==> src/rtl/shift_pkg.sv <==
package shift_pkg;

  // Strobes from the decode to every slice datapath
  typedef struct packed {
    logic moveLeft;   // select the lower neighbour's bit for the low position
    logic moveRight;  // select the upper neighbour's bit for the high position
    logic edgeFill;   // value entering the top of the word on a right move
  } shift_strobe_t;

endpackage

==> src/rtl/shift_ctrl.sv <==
module shift_ctrl
  import shift_pkg::*;
(
  input  logic          shiftRight,
  input  logic          arithMode,
  input  logic          wordMsb,
  output shift_strobe_t strobe
);

  always_comb begin
    strobe.moveRight = shiftRight;
    strobe.moveLeft  = ~shiftRight;
    // a left move never repeats the sign, so only right moves use the mode
    strobe.edgeFill  = shiftRight & arithMode & wordMsb;
  end

endmodule

==> src/rtl/shift_slice2.sv <==
module shift_slice2
  import shift_pkg::*;
(
  input  shift_strobe_t strobe,
  input  logic [1:0]    dataIn,
  input  logic          fillFromLeft,
  input  logic          fillFromRight,
  output logic [1:0]    dataOut,
  output logic          spillLeft,
  output logic          spillRight
);

  always_comb begin
    if (strobe.moveRight) begin
      dataOut = {fillFromLeft, dataIn[1]};
    end else begin
      dataOut = {dataIn[0], fillFromRight};
    end
    spillLeft  = strobe.moveLeft  & dataIn[1];
    spillRight = strobe.moveRight & dataIn[0];
  end

endmodule

==> src/rtl/chain_shifter.sv <==
module chain_shifter
  import shift_pkg::*;
#(
  parameter int unsigned NUM_SLICES = 4
) (
  input  logic [2*NUM_SLICES-1:0] dataIn,
  input  logic                    shiftRight,
  input  logic                    arithMode,
  output logic [2*NUM_SLICES-1:0] dataOut,
  output logic                    spillLeft,
  output logic                    spillRight
);

  localparam int unsigned WIDTH = 2 * NUM_SLICES;
  localparam int unsigned TOP   = WIDTH - 1;

  shift_strobe_t strobe;
  logic [NUM_SLICES-1:0] sliceSpillL;
  logic [NUM_SLICES-1:0] sliceSpillR;

  shift_ctrl ctrl_i (
    .shiftRight (shiftRight),
    .arithMode  (arithMode),
    .wordMsb    (dataIn[TOP]),
    .strobe     (strobe)
  );

  for (genvar k = 0; k < NUM_SLICES; k++) begin : g_slice
    logic fromLeft;
    logic fromRight;

    if (k == NUM_SLICES - 1) begin : g_top_end
      assign fromLeft = strobe.edgeFill;
    end else begin : g_top_link
      assign fromLeft = sliceSpillR[k+1];
    end

    if (k == 0) begin : g_low_end
      assign fromRight = 1'b0;
    end else begin : g_low_link
      assign fromRight = sliceSpillL[k-1];
    end

    shift_slice2 slice_i (
      .strobe        (strobe),
      .dataIn        (dataIn[2*k+1 -: 2]),
      .fillFromLeft  (fromLeft),
      .fillFromRight (fromRight),
      .dataOut       (dataOut[2*k+1 -: 2]),
      .spillLeft     (sliceSpillL[k]),
      .spillRight    (sliceSpillR[k])
    );
  end

  assign spillLeft  = sliceSpillL[NUM_SLICES-1];
  assign spillRight = sliceSpillR[0];

  // Relations between the word ends and the chained slices
  always_comb begin
    if (!shiftRight) begin
      AST_LEFT_LOW_ZERO: assert (dataOut[0] == 1'b0);
      AST_LEFT_SPILL_TOP: assert (spillLeft == dataIn[TOP]);
      AST_LEFT_NO_RSPILL: assert (spillRight == 1'b0);
    end else begin
      AST_RIGHT_SPILL_LOW: assert (spillRight == dataIn[0]);
      AST_RIGHT_NO_LSPILL: assert (spillLeft == 1'b0);
      if (arithMode) begin
        AST_SIGN_HELD: assert (dataOut[TOP] == dataIn[TOP]);
      end else begin
        AST_RIGHT_TOP_ZERO: assert (dataOut[TOP] == 1'b0);
      end
    end
    AST_ONE_SPILL: assert ($onehot0({spillLeft, spillRight}));
  end

endmodule

==> config.mk <==
export PLATFORM = sky130hd
export DESIGN_NAME = chain_shifter
export DESIGN_NICKNAME = d
export VERILOG_FILES = /design/src/rtl/shift_pkg.sv /design/src/rtl/shift_ctrl.sv /design/src/rtl/shift_slice2.sv /design/src/rtl/chain_shifter.sv
export SDC_FILE = /design/constraint.sdc
export NUM_CORES = 1
export LEC_CHECK = 0
export CAP_MARGIN = 25
export CORE_AREA = 5 5 42 44
export DETAILED_ROUTE_END_ITERATION = 16
export DIE_AREA = 0 0 47 49
export SKIP_LAST_GASP = 1
export SYNTH_ARGS = -nofsm -noshare
export SYNTH_HDL_FRONTEND = slang
export SYNTH_HIERARCHICAL = 1
export SYNTH_SLANG_ARGS = --single-unit
==> constraint.sdc <==
create_clock -name vclk -period 1.8
set_input_delay 0.36 -clock vclk [all_inputs]
set_output_delay 0.36 -clock vclk [all_outputs]
set_load 0.01 [all_outputs]
**Yosys cells after proc, flatten, opt, wreduce, memory -nomap -nowiden**

Index checks and enable logic that the tools add are counted.

- Flip-flop bits (word level): 0
- Output and inout bits: 10
- Logic and storage cells: 15

- Multiplexer cells: 4
- Bitwise gates (word level): 11

Operator list:

| cell | count |
|---|---|
| $and A1 B1 Y1 | 10 |
| $mux W2 | 4 |
| $not A1 Y1 | 1 |

**Depth between registers and ports, before layout**

- Depth after elaboration: 3
- Gate-level depth with buffers: 3
- Gate-level depth less buffers: 3

**By module**

The synthesis kept the hierarchy.

By module, submodules not included:

| module | instances | cells an instance | area an instance (um^2) | seq. area each (um^2) |
|---|---|---|---|---|
| shift_slice2 | 4 | 4 | 36.3 | 0.0 |
| shift_ctrl | 1 | 3 | 17.5 | 0.0 |
| chain_shifter | 1 | 1 | 3.8 | 0.0 |

**Worst setup path before layout**

No wires, ideal clock.

- Kind: input to output
- From: input port shiftRight
- To: output port dataOut[1]
- Arrival: 953 ps
- Data required time: 1440 ps
- Setup slack: 487 ps
- Stages on the path: 3
- Cells stage by stage: buf_4 and2_2 mux2_2

- Cells in the longest elaborated chain, start to end: 2

RTL lines:

| what | RTL line | RTL |
|---|---|---|
| start, declared | chain_shifter.sv:7 | `input logic shiftRight,` |
| $and A1 B1 Y1 | shift_slice2.sv:20 | `spillRight = strobe.moveRight & dataIn[0];` |
| via g_slice[0].fromLeft | chain_shifter.sv:29 | `logic fromLeft;` |
| $mux W2 | shift_slice2.sv:14 | `if (strobe.moveRight) begin` |
| end, declared | chain_shifter.sv:9 | `output logic [2*NUM_SLICES-1:0] dataOut,` |

The timed path passes the listed nets, and every way through them passes these cells.

**Worst setup path after layout**

- From: input port dataIn[2]
- To: output port dataOut[1]

- Cells in the longest elaborated chain, start to end: 2

RTL lines:

| what | RTL line | RTL |
|---|---|---|
| start, declared | chain_shifter.sv:6 | `input logic [2*NUM_SLICES-1:0] dataIn,` |
| $and A1 B1 Y1 | shift_slice2.sv:20 |  |
| via g_slice[0].fromLeft | chain_shifter.sv:29 |  |
| $mux W2 | shift_slice2.sv:14 |  |

The timed path passes the listed nets, and every way through them passes these cells.

==> results.txt <==
outcome -> complete, but fails checks
failing checks -> setup timing
I/O pin count -> 20
fin crit period -> 1800 ps
cell area after synthesis -> 166 sq um
Seq pwr share -> 0%
endpoints failing setup -> 1
worst hold stages -> 4
Initial Util -> 11.9%
largest net degree at the start of global routing -> 10
Distinct cells, synth -> 7
CORE AREA -> 1400 sq um
Post-Syn Nets -> 30
Seq/Total Area, Yosys -> 0%
Worst setup SP type -> primary input
Yosys Warn Count -> 6
switching fraction of total power -> 34.7%
VDD IR-drop max -> 0.0866 mV
internal power -> 0.0555 mW
Global Route met1 Usage -> 6.09%
Power per Cell Area -> 224 nW/um^2
logic gate share of total power -> 100.0%
Setup WS post-layout -> -0.779 ps
CLK BUF -> 0
PortBufs -> 20
required time worst endpoint -> 1440 ps
initial antenna violation count -> 0
GRT Max-Usage Layer -> met2
HPWL Detailed -> 447 um
CP Max Fanout -> 2
gr ovfl total -> 0
Sw Pwr -> 0.0296 mW
design area -> 380 sq um
die footprint -> 2300 sq um
synthesis-to-finish area growth -> 129%
post-synthesis average cell area -> 8.32 sq um
fmax -> 0.555 GHz
Slew Limit Fails -> 0
FP Rows -> 14
CTS Hold Buffers Added -> 0
vias per cell -> 3.64
first-pass GRT wire length -> 793 um
NumNets Final -> 54
die height -> 49 um
clock share of power -> 0%
Seq cells -> 0
GR Util met2 -> 6.56%
Final period util -> 100%
FF+latch area -> 0 sq um
Routed Antenna Nets -> 0
Worst setup EP type -> output port
DRC viols -> 0
vias -> 211
Crit path arrival time -> 1440 ps
DRT iter0 DRCs -> 0
leakage -> 0.179 nW
gpl congestion -> 0.625
Mapped Cells -> 20
final WL -> 504 um
dpl cell area -> 402 sq um
RSZ-0062 raised after global routing -> yes
Max-cap violations -> 0
DIE WIDTH -> 47 um
n_diodes -> 0
Hold Fails Final Rpt -> 0
M3 GR Usage -> 1.11%
Total GRT Usage -> 4.21%
Crit Path Class -> in -> out
Core Util, Final -> 27.1%
first drt pass iteration count -> 1
vias in the first global route -> 195
layout cells sized above 1 -> 45.2%
WL/cell -> 8.69 um
Hold Crit Class -> in -> out
kinds of logic after synthesis:
family | share of synthesized area, %
AND/OR/NAND/NOR | 36.8
multiplexers | 54.1
buffers and inverters | 6.77
other | 2.25
what timing repair did:
action | in CTS | in global routing
gates resized for setup | 23 | 3
endpoints found under the setup margin | 10 | 3
buffers inserted | 0 | 0
power groups by stage:
stage	Clock (mW)	Sequential [mW]	Combinational [mW]
6_report	0	0	0.0851
5_1_grt	0	0	0.0932
4_1_cts	0	0	0.0870
3_5_place_dp	0	0	0.0985
3_3_place_gp	0	0	0.0985
2_1_floorplan	0	0	0.0380
worst paths after layout:
kind / start / slack [ps] / endpoint
setup / recovery: dataIn[2] / -0.8 / dataOut[1]
hold / removal: shiftRight / 1370 / dataOut[3]
cell type report:
class	instances	area, sq um
fillers	176	1020
repair buffers	23	201
multi-input cells	18	155
well taps	16	20.0
inverters	1	3.75
cell usage in the layout (no fill, tap or decap):
| cell type | Yosys | layout |
|---|---|---|
| clkdlybuf4s50_1 | 0 | 9 |
| and2_1 | 4 | 4 |
| buf_4 | 1 | 2 |
| dlygate4sd2_1 | 0 | 4 |
| inv_1 | 1 | 1 |
| and3_1 | 1 | 1 |
| clkbuf_2 | 0 | 1 |
| buf_2 | 0 | 3 |
| clkdlybuf4s15_1 | 0 | 3 |
| mux2_2 | 8 | 8 |
| and2_2 | 4 | 4 |
| buf_6 | 0 | 1 |
| conb_1 | 1 | 1 |
stage by stage:
step	setup TNS (ps)	instances	hold WS [ps]	total power [mW]	worst slack (ps)
after global placement	-3440	58	1770	0.0985	-431
after global routing	-43.9	58	1410	0.0932	-43.9
after floorplan	0	20	864	0.0380	487
after detailed placement	-3450	58	1780	0.0985	-434
final	-0.779	58	1370	0.0851	-0.779
after CTS	-56.1	58	1380	0.0870	-56.1
worst max-delay path: stages:
cell and delay [ps]:
clkdlybuf4s50_1 410, and2_2 190, mux2_2 250, clkdlybuf4s15_1 230
synth_stat cells:
| cell | count | area share [%] |
|---|---|---|
| and2_1 | 4 | 15 |
| and2_2 | 4 | 18 |
| and3_1 | 1 | 3.8 |
| buf_4 | 1 | 4.5 |
| conb_1 | 1 | 2.3 |
| inv_1 | 1 | 2.3 |
| mux2_2 | 8 | 54 |
layer usage:
| layer | wire length [um] | vias to the layer above |
|---|---|---|
| met1 | 193 | 85 |
| met4 | 0 | 0 |
| met5 | 0 | - |
| met3 | 124 | 0 |
| li1 | - | 109 |
| met2 | 186 | 17 |
(Power assumes the default switching activity.)
